===== config.mk =====
export PLATFORM = sky130hd
export DESIGN_NAME = sw_tlb
export DESIGN_NICKNAME = d
export VERILOG_FILES = /design/src/rtl/tlb_pkg.sv /design/src/rtl/tlb_store.sv /design/src/rtl/tlb_victim.sv /design/src/rtl/tlb_check.sv /design/src/rtl/sw_tlb.sv
export SDC_FILE = /design/constraint.sdc
export NUM_CORES = 2
export LEC_CHECK = 0
export BUFFER_PORTS_ARGS = -buffer_cell sky130_fd_sc_hd__buf_4
export CAP_MARGIN = 20
export CORE_MARGIN = 5
export CORE_UTILIZATION = 40
export DETAILED_ROUTE_END_ITERATION = 12
export RECOVER_POWER = 50
export SYNTH_ARGS = -nofsm -noshare
export SYNTH_HDL_FRONTEND = slang
export SYNTH_SLANG_ARGS = --single-unit

===== constraint.sdc =====
create_clock -name clk -period 26.5 [get_ports clk]
set_clock_uncertainty 0.05 [all_clocks]
set_input_delay 7.95 -clock clk [delete_from_list [all_inputs] [get_ports clk]]
set_output_delay 7.95 -clock clk [all_outputs]
set_load 0.1 [all_outputs]

===== src/rtl/tlb_pkg.sv =====
package tlb_pkg;

  typedef enum logic [1:0] {
    ACC_LOAD  = 2'd0,
    ACC_STORE = 2'd1,
    ACC_FETCH = 2'd2,
    ACC_RSVD  = 2'd3
  } acc_kind_e;

  localparam int RIGHTS_W = 3;

  // rights bit 0 load, bit 1 store, bit 2 fetch; the reserved kind is never allowed
  function automatic logic kind_allowed(input logic [1:0] kind,
                                        input logic [RIGHTS_W-1:0] rights);
    logic ok;
    case (kind)
      ACC_LOAD:  ok = rights[0];
      ACC_STORE: ok = rights[1];
      ACC_FETCH: ok = rights[2];
      default:   ok = 1'b0;
    endcase
    return ok;
  endfunction

endpackage


===== src/rtl/tlb_store.sv =====
module tlb_store
  import tlb_pkg::*;
#(
  parameter int ENTRIES = 16,
  parameter int VPN_W   = 20,
  parameter int PPN_W   = 20,
  localparam int IDX_W  = $clog2(ENTRIES)
) (
  input  logic                clk,
  input  logic                rst_n,
  input  logic [VPN_W-1:0]    req_vpn,
  input  logic                hit_upd,
  input  logic                hit_store,
  input  logic [IDX_W-1:0]    hit_idx,
  input  logic                flush,
  input  logic                inst_fire,
  input  logic [IDX_W-1:0]    inst_idx,
  input  logic [VPN_W-1:0]    inst_vpn,
  input  logic [PPN_W-1:0]    inst_ppn,
  input  logic [RIGHTS_W-1:0] inst_rights,
  input  logic                sweep_apply,
  output logic [ENTRIES-1:0]  match_vec,
  output logic [ENTRIES-1:0]  inst_match_vec,
  output logic [ENTRIES-1:0]  valid_q,
  output logic [ENTRIES-1:0]  ref_q,
  output logic [ENTRIES-1:0]  dirty_q,
  output logic [VPN_W-1:0]    vpn_q    [ENTRIES],
  output logic [PPN_W-1:0]    ppn_q    [ENTRIES],
  output logic [RIGHTS_W-1:0] rights_q [ENTRIES]
);

  for (genvar g = 0; g < ENTRIES; g++) begin : g_cmp
    assign match_vec[g]      = valid_q[g] && (vpn_q[g] == req_vpn);
    assign inst_match_vec[g] = valid_q[g] && (vpn_q[g] == inst_vpn);
  end

  always_ff @(posedge clk or negedge rst_n) begin
    if (!rst_n) begin
      valid_q <= '0;
      ref_q   <= '0;
      dirty_q <= '0;
      for (int i = 0; i < ENTRIES; i++) begin
        vpn_q[i]    <= '0;
        ppn_q[i]    <= '0;
        rights_q[i] <= '0;
      end
    end else if (flush) begin
      valid_q <= '0;
    end else begin
      for (int i = 0; i < ENTRIES; i++) begin
        if (sweep_apply) ref_q[i] <= 1'b0;
        if (hit_upd && (hit_idx == IDX_W'(i))) begin
          ref_q[i] <= 1'b1;
          if (hit_store) dirty_q[i] <= 1'b1;
        end
        if (inst_fire && (inst_idx == IDX_W'(i))) begin
          valid_q[i]  <= 1'b1;
          ref_q[i]    <= 1'b1;
          dirty_q[i]  <= 1'b0;
          vpn_q[i]    <= inst_vpn;
          ppn_q[i]    <= inst_ppn;
          rights_q[i] <= inst_rights;
        end
      end
    end
  end

  AST_MATCH_ONEHOT: assert property (@(posedge clk) disable iff (!rst_n)
    $onehot0(match_vec)) else $error("duplicate translation");
  AST_FLUSH_CLEARS: assert property (@(posedge clk) disable iff (!rst_n)
    flush |=> (valid_q == '0)) else $error("flush left a valid entry");
  AST_INSTALL_VALID: assert property (@(posedge clk) disable iff (!rst_n)
    (inst_fire && !flush) |=> (valid_q[$past(inst_idx)] && ref_q[$past(inst_idx)]
                               && !dirty_q[$past(inst_idx)])) else $error("install state");
  AST_REF_ON_HIT: assert property (@(posedge clk) disable iff (!rst_n)
    (hit_upd && !flush) |=> ref_q[$past(hit_idx)]) else $error("ref not set");
  AST_DIRTY_FROM_STORE: assert property (@(posedge clk) disable iff (!rst_n)
    ((dirty_q & ~$past(dirty_q)) != '0) |-> $past(hit_upd && hit_store))
    else $error("dirty set without store hit");
  AST_SWEEP_CLEARS: assert property (@(posedge clk) disable iff (!rst_n)
    (sweep_apply && !flush) |=> ($countones(ref_q) <= 2)) else $error("sweep incomplete");

endmodule


===== src/rtl/tlb_victim.sv =====
module tlb_victim #(
  parameter int ENTRIES = 16,
  localparam int IDX_W  = $clog2(ENTRIES)
) (
  input  logic               clk,
  input  logic               rst_n,
  input  logic [ENTRIES-1:0] valid_vec,
  input  logic [ENTRIES-1:0] ref_vec,
  input  logic               consume,
  output logic [IDX_W-1:0]   victim_idx,
  output logic               sweep,
  output logic               from_free
);

  logic [IDX_W-1:0] ptr_q;
  logic [IDX_W:0]   free_pick;
  logic [IDX_W:0]   clear_pick;

  // lowest set bit: {found, index}
  function automatic logic [IDX_W:0] lowest_set(input logic [ENTRIES-1:0] v);
    logic [IDX_W:0] r;
    r = '0;
    for (int i = ENTRIES - 1; i >= 0; i--) begin
      if (v[i]) r = {1'b1, IDX_W'(i)};
    end
    return r;
  endfunction

  // first set bit at or after start, wrapping around: {found, index}
  function automatic logic [IDX_W:0] rotate_set(input logic [ENTRIES-1:0] v,
                                                input logic [IDX_W-1:0] start);
    logic [IDX_W:0] r;
    int j;
    r = '0;
    for (int k = ENTRIES - 1; k >= 0; k--) begin
      j = (int'(start) + k) % ENTRIES;
      if (v[j]) r = {1'b1, IDX_W'(j)};
    end
    return r;
  endfunction

  function automatic logic [IDX_W-1:0] step(input logic [IDX_W-1:0] p);
    return (int'(p) == ENTRIES - 1) ? '0 : p + 1'b1;
  endfunction

  assign free_pick  = lowest_set(~valid_vec);
  assign clear_pick = rotate_set(~ref_vec, ptr_q);
  assign from_free  = free_pick[IDX_W];
  assign sweep      = !from_free && !clear_pick[IDX_W];

  always_comb begin
    if (from_free)         victim_idx = free_pick[IDX_W-1:0];
    else if (!sweep)       victim_idx = clear_pick[IDX_W-1:0];
    else                   victim_idx = ptr_q;
  end

  always_ff @(posedge clk or negedge rst_n) begin
    if (!rst_n)                     ptr_q <= '0;
    else if (consume && !from_free) ptr_q <= step(victim_idx);
  end

  AST_VICTIM_FREE_FIRST: assert property (@(posedge clk) disable iff (!rst_n)
    (valid_vec != '1) |-> !valid_vec[victim_idx]) else $error("valid victim while free slot");
  AST_VICTIM_UNREF: assert property (@(posedge clk) disable iff (!rst_n)
    (!from_free && !sweep) |-> !ref_vec[victim_idx]) else $error("referenced victim");
  AST_PTR_ADVANCE: assert property (@(posedge clk) disable iff (!rst_n)
    (consume && !from_free) |=> (ptr_q == step($past(victim_idx)))) else $error("pointer");
  AST_SWEEP_AT_PTR: assert property (@(posedge clk) disable iff (!rst_n)
    sweep |-> (victim_idx == ptr_q && ref_vec == '1)) else $error("sweep victim");

endmodule


===== src/rtl/tlb_check.sv =====
module tlb_check
  import tlb_pkg::*;
#(
  parameter int ENTRIES = 16,
  parameter int PPN_W   = 20,
  parameter int OFS_W   = 12,
  localparam int IDX_W  = $clog2(ENTRIES)
) (
  input  logic                clk,
  input  logic                rst_n,
  input  logic                req_valid,
  input  logic [1:0]          req_kind,
  input  logic [OFS_W-1:0]    req_ofs,
  input  logic [ENTRIES-1:0]  match_vec,
  input  logic [ENTRIES-1:0]  dirty_vec,
  input  logic [PPN_W-1:0]    ppn_arr    [ENTRIES],
  input  logic [RIGHTS_W-1:0] rights_arr [ENTRIES],
  output logic                hit,
  output logic                miss,
  output logic                prot,
  output logic [PPN_W+OFS_W-1:0] paddr,
  output logic                dirty,
  output logic [IDX_W-1:0]    hit_idx,
  output logic                store_hit
);

  logic any_match;
  logic allowed;

  function automatic logic [IDX_W-1:0] match_index(input logic [ENTRIES-1:0] v);
    logic [IDX_W-1:0] r;
    r = '0;
    for (int i = 0; i < ENTRIES; i++) begin
      if (v[i]) r = r | IDX_W'(i);
    end
    return r;
  endfunction

  assign any_match = |match_vec;
  assign hit_idx   = match_index(match_vec);
  assign allowed   = kind_allowed(req_kind, rights_arr[hit_idx]);
  assign hit       = req_valid && any_match && allowed;
  assign prot      = req_valid && any_match && !allowed;
  assign miss      = req_valid && !any_match;
  assign paddr     = {ppn_arr[hit_idx], req_ofs};
  assign dirty     = any_match && dirty_vec[hit_idx];
  assign store_hit = hit && (req_kind == ACC_STORE);

  AST_ONE_OUTCOME: assert property (@(posedge clk) disable iff (!rst_n)
    req_valid |-> $onehot({hit, miss, prot})) else $error("outcome not unique");
  AST_IDLE_QUIET: assert property (@(posedge clk) disable iff (!rst_n)
    !req_valid |-> !(hit || miss || prot)) else $error("trap while idle");
  AST_RSVD_DENIED: assert property (@(posedge clk) disable iff (!rst_n)
    (req_valid && req_kind == ACC_RSVD) |-> !hit) else $error("reserved kind hit");

endmodule


===== src/rtl/sw_tlb.sv =====
module sw_tlb
  import tlb_pkg::*;
#(
  parameter int ENTRIES = 16,
  parameter int VPN_W   = 20,
  parameter int PPN_W   = 20,
  parameter int OFS_W   = 12,
  localparam int IDX_W  = $clog2(ENTRIES),
  localparam int VA_W   = VPN_W + OFS_W,
  localparam int PA_W   = PPN_W + OFS_W
) (
  input  logic                clk,
  input  logic                rst_n,
  input  logic                lk_valid,
  input  logic [VA_W-1:0]     lk_vaddr,
  input  logic [1:0]          lk_kind,
  output logic                lk_hit,
  output logic                lk_miss_trap,
  output logic                lk_prot_trap,
  output logic [PA_W-1:0]     lk_paddr,
  output logic                lk_dirty,
  input  logic                wr_en,
  input  logic [VPN_W-1:0]    wr_vpn,
  input  logic [PPN_W-1:0]    wr_ppn,
  input  logic [RIGHTS_W-1:0] wr_rights,
  input  logic                flush_all,
  output logic [IDX_W-1:0]    victim_idx,
  output logic                victim_valid,
  output logic                victim_dirty,
  output logic [VPN_W-1:0]    victim_vpn
);

  logic [ENTRIES-1:0]  match_vec, inst_match_vec, valid_q, ref_q, dirty_q;
  logic [VPN_W-1:0]    vpn_q    [ENTRIES];
  logic [PPN_W-1:0]    ppn_q    [ENTRIES];
  logic [RIGHTS_W-1:0] rights_q [ENTRIES];
  logic [IDX_W-1:0]    hit_idx, inst_idx, rewrite_idx;
  logic                store_hit, hit_upd, inst_fire, rewrite, use_victim;
  logic                sweep, from_free, sweep_apply;

  function automatic logic [IDX_W-1:0] vec_index(input logic [ENTRIES-1:0] v);
    logic [IDX_W-1:0] r;
    r = '0;
    for (int i = 0; i < ENTRIES; i++) begin
      if (v[i]) r = r | IDX_W'(i);
    end
    return r;
  endfunction

  assign inst_fire   = wr_en && !flush_all;
  assign rewrite     = |inst_match_vec;
  assign rewrite_idx = vec_index(inst_match_vec);
  assign use_victim  = inst_fire && !rewrite;
  assign inst_idx    = rewrite ? rewrite_idx : victim_idx;
  assign sweep_apply = use_victim && sweep;
  assign hit_upd     = lk_hit;

  tlb_store #(.ENTRIES(ENTRIES), .VPN_W(VPN_W), .PPN_W(PPN_W)) u_store (
    .clk(clk), .rst_n(rst_n),
    .req_vpn(lk_vaddr[VA_W-1:OFS_W]),
    .hit_upd(hit_upd), .hit_store(store_hit), .hit_idx(hit_idx),
    .flush(flush_all),
    .inst_fire(inst_fire), .inst_idx(inst_idx), .inst_vpn(wr_vpn),
    .inst_ppn(wr_ppn), .inst_rights(wr_rights), .sweep_apply(sweep_apply),
    .match_vec(match_vec), .inst_match_vec(inst_match_vec),
    .valid_q(valid_q), .ref_q(ref_q), .dirty_q(dirty_q),
    .vpn_q(vpn_q), .ppn_q(ppn_q), .rights_q(rights_q)
  );

  tlb_victim #(.ENTRIES(ENTRIES)) u_victim (
    .clk(clk), .rst_n(rst_n),
    .valid_vec(valid_q), .ref_vec(ref_q), .consume(use_victim),
    .victim_idx(victim_idx), .sweep(sweep), .from_free(from_free)
  );

  tlb_check #(.ENTRIES(ENTRIES), .PPN_W(PPN_W), .OFS_W(OFS_W)) u_check (
    .clk(clk), .rst_n(rst_n),
    .req_valid(lk_valid), .req_kind(lk_kind), .req_ofs(lk_vaddr[OFS_W-1:0]),
    .match_vec(match_vec), .dirty_vec(dirty_q),
    .ppn_arr(ppn_q), .rights_arr(rights_q),
    .hit(lk_hit), .miss(lk_miss_trap), .prot(lk_prot_trap),
    .paddr(lk_paddr), .dirty(lk_dirty), .hit_idx(hit_idx), .store_hit(store_hit)
  );

  assign victim_valid = valid_q[victim_idx];
  assign victim_dirty = dirty_q[victim_idx];
  assign victim_vpn   = vpn_q[victim_idx];

  AST_REWRITE_IN_PLACE: assert property (@(posedge clk) disable iff (!rst_n)
    (inst_fire && rewrite) |=> ($countones(valid_q) == $countones($past(valid_q))))
    else $error("rewrite changed occupancy");
  AST_FLUSH_BEATS_INSTALL: assert property (@(posedge clk) disable iff (!rst_n)
    (flush_all && wr_en) |=> !victim_valid) else $error("install survived flush");

endmodule


==> qor_table.md <==
| Step | Item | This run |
|:---|:---|:---|
| outcome | Run status | complete, but fails checks |
| outcome | Violated checks | max-capacitance violations, max-slew violations |
| clock tree | Setup Fix Bufs, Post-CTS | 0 |
| setup path | Element type at the critical path start | input port |
| power | Total power after layout | 3.22 mW |
| logic synthesis | Total of flip-flops plus latches after synthesis | 740 |
| global route | GR Overflow Total | 0 |
| floorplanning | Area enclosed by the die boundary | 120000 um2 |
| timing | Final hold viol count | 0 |
| timing | Worst slew slack as a fraction of its limit | -403% |
| logic synthesis | Yosys warning total | 0 |
| setup path | Highest fanout seen on the critical path | 58 |
| logic synthesis | Number of flops mapped to enable cells by yosys | 0 |
| logic synthesis | Count of distinct cell types in the synthesized netlist | 89 |
| global route | Via count of the first global-routing pass | 33500 |
| route | Antenna-violating nets left | 0 |
| timing | Final setup violation count | 0 |
| clock tree | Number of cells upsized or downsized after cts | 0 |
| logic synthesis | Primary flip-flop cell chosen by synthesis mapping | dfrtp_1 |
| timing | Final Critical Period | 21.15 ns |
| cells and area | Signed area change from the synthesized netlist to the final layout | 10.5% |
| timing | Final sum of negative setup slack | 0 ns |
| global route | Total routing resource utilization after global routing | 26.6% |
| flow run | Number of violations of the max-capacitance limit | 13 |
| place | Placed cell areas | 47000 um2 |
| route | Wire length reported by the detailed router | 164000 um |
| power | Static leakage | 21.6 nW |
| route | Number of DRC violations after detailed-routing iteration 0 | 3893 |
| place | DP HPWL | 106000 um |
| cells and area | Number of fill cells | 10500 |
| logic synthesis | Synthesized cell area | 45200 um2 |
| cells and area | Post-layout net count | 3904 |
| clock tree | Number of H-tree levels | 3 |
| route | Average wire length per cell after detail routing | 30.5 um |
| timing | Actual slew at the worst max-slew pin | 7.54 ns |
| floorplanning | I/O pin count | 144 |
| clock tree | Total CTS buffers | 84 |
| global route | Number of antenna violations at the first check in global routing | 11 |
| timing | Post-route worst hold slack | 0.430 ns |
| setup path | CP arrival | 13.15 ns |
| clock tree | Clock Tree Root | clkbuf_16 |
| logic synthesis | Synth Instances | 3885 |
| global route | First-pass GRT wire length | 239000 um |
| hold path | Hold/Removal Path Class | reg2reg |
| timing | FMAX | 47.3 MHz |
| setup path | Kind of capture point of the worst setup path | output pin |
| timing | Setup repair after global routing missed its margin | false |
| cells and area | Proportion of layout cells with a drive suffix above 1 | 24.3% |
| place | Number of instances in the placed design | 5226 |
| floorplanning | Die width | 346 um |
| floorplanning | Y dimension of the die | 346 um |
| clock tree | Bufs on Longest Clock Path | 3 |
| setup path | Critical path required time | 18.50 ns |
| floorplanning | Core area | 112000 um2 |
| place | IO buf count | 119 |
| logic synthesis | Fraction of synthesis flops using an asynchronous set or reset pin | 100% |
| route | Pre-antenna DRT Iters | 6 |
| route | DRC violations left | 0 |
| clock tree | Total clock sinks | 740 |
| power | Power per standard cell area | 64.4 nW/um2 |
| route | Via density per instance | 6.29 |
| global route | Pin count of the biggest net entering global routing | 147 |
| timing | Fin crit share | 79.8% |
| clock tree | TritonCTS clock tree | done |
| power | Peak supply drop | 53.5 uV |
| place | RD Place Congestion | 0.967 |
| clock tree | Number of buffers inserted by hold repair at cts | 0 |
| logic synthesis | Part of the Yosys area used for sequential elements | 40.9% |
| logic synthesis | Number of nets in the synthesized netlist | 3975 |
| setup path | Crit Path Category | in2out |
| route | Via count | 33900 |
| timing | Pins over their slew limit | 699 |
| clock tree | Register clock-pin slew on the reported worst setup and hold paths | 0.06 ns |
| clock tree | Clk Latency, worst-skew pair | 0.71 ns |
| floorplanning | Initial standard-cell utilization of the core | 40.3% |
| logic synthesis | Average size of a mapped cell | 11.6 um2 |
| cells and area | Final standard cell area without fillers | 50000 um2 |
| floorplanning | # rows | 123 |
| cells and area | Non-filler instance count after layout | 5387 |
-- layer usage --
metal | share of wire, % | vias to the layer above | global-route usage (%) | routed length [um]
li1 | - | 14100 | - | -
met1 | 43 | 17600 | 37.3 | 70500
met2 | 44 | 1726 | 40.0 | 71600
met3 | 9.4 | 407 | 6.31 | 15500
met4 | 4.2 | 8 | 10.4 | 6890
met5 | 0.036 | - | 0 | 59
-- layout by cell type, fill, tap and decap left out, drive strengths merged, types with 27 or more instances in the layout --
cell,count
a21oi,27
nor4,98
mux4,109
o22ai,29
a22oi,132
nor2,60
o21ai,57
inv,54
clkbuf,125
xor2,216
nand2,154
nand3,85
buf,157
mux2,746
dfrtp,740
nand4,173
mux2i,133
xnor2,431
-- final timing paths --
path                                    start                 end  slack (ns)  depth (start not counted)
setup / recovery                 lk_vaddr[29]        lk_prot_trap        5.35                         14
hold / removal             u_store.ppn_q[114]  u_store.ppn_q[114]        0.43                          1
setup reg to reg            u_victim.ptr_q[0]  u_store.vpn_q[115]       17.08                         17
hold reg to reg            u_store.ppn_q[114]  u_store.ppn_q[114]        0.43                          1
max in group asynchronous               rst_n    u_store.ref_q[8]        5.80                          4
min in group asynchronous               rst_n    u_store.vpn_q[2]        9.49                          1
-- through the flow --
stage	utilization, %	setup slack, ns
final	44.5	5.35
after global routing	44.5	2.91
after CTS	44.5	5.38
after detailed placement	41.8	5.39
after global placement	41.8	5.46
after floorplan	-	3.10
-- worst max-delay path, stage by stage --
cell and delay, ns:
buf_4 0.39, xnor2_1 0.21, nand4_1 0.13, nor4_1 0.51, a22oi_1 0.32, nand4_1 0.76, buf_4 0.87, mux2i_1 0.28
mux2_2 0.17, o22ai_1 0.09, or4_1 0.45, a31oi_1 0.46, and2_1 0.21, buf_4 0.29
-- state kept, by name, indices dropped and copies added, names as in the netlist --
name,count
u_store.ppn_q,320
u_store.vpn_q,320
u_store.rights_q,48
u_store.dirty_q,16
u_store.ref_q,16
u_store.valid_q,16
u_victim.ptr_q,4
-- synth_stat cells, types with 12 or more instances --
cell type  count  area share (%)
a211oi_1      12            0.20
a21oi_1       25            0.28
a221o_1       21            0.46
a22oi_1      132             2.2
and3_1        17            0.24
buf_2        115             1.3
buf_4         45            0.75
clkbuf_1     152             1.3
dfrtp_1      740              41
inv_1         47            0.39
mux2_1       273             6.8
mux2_2       471              12
mux2i_1      133             2.9
mux4_2       109             5.4
nand2_1      152             1.3
nand2b_1      13            0.18
nand3_1       84            0.93
nand4_1      173             2.4
nand4b_1      14            0.27
nor2_1        53            0.44
nor3_1        20            0.22
nor3b_1       17            0.28
nor4_1        98             1.4
nor4b_1       15            0.29
o211ai_1      21            0.35
o21ai_0       55            0.61
o22ai_1       29            0.40
or2_2         18            0.25
xnor2_1      431             8.3
xor2_1       216             4.2
-- kinds of logic (layout without fill, tap and decap cells) --
family	count (synthesis)	after routing	synth area share, %
XOR/XNOR	647	647	12.5
adder cells (fa/ha/maj)	8	8	0.221
AO/OA/AOI/OAI	393	393	6.37
buffers and inverters	376	373	3.84
AND/OR/NAND/NOR	733	733	9.14
multiplexers	988	988	27.0
other	0	5	0
flip-flops	740	740	40.9
-- power by group --
| group | switching (mW) | internal [mW] | total [mW] |
|---|---|---|---|
| Combinational | 0.446 | 0.216 | 0.662 |
| Sequential | 0.0884 | 1.20 | 1.29 |
| Clock | 0.517 | 0.746 | 1.26 |
-- layout make-up --
| class | instances | area [um2] | share of cell area (%) |
|---|---|---|---|
| antenna | 5 | 12.5 | 0.0250 |
| clock buffer | 114 | 2420 | 4.84 |
| clock inverter | 40 | 604 | 1.21 |
| inverter | 51 | 191 | 0.383 |
| multi-input combinational | 2769 | 25100 | 50.2 |
| sequential | 740 | 18500 | 37.1 |
| tap | 1500 | 1880 | 3.76 |
| timing repair buffer | 168 | 1270 | 2.53 |
(Power assumes the default switching activity.)
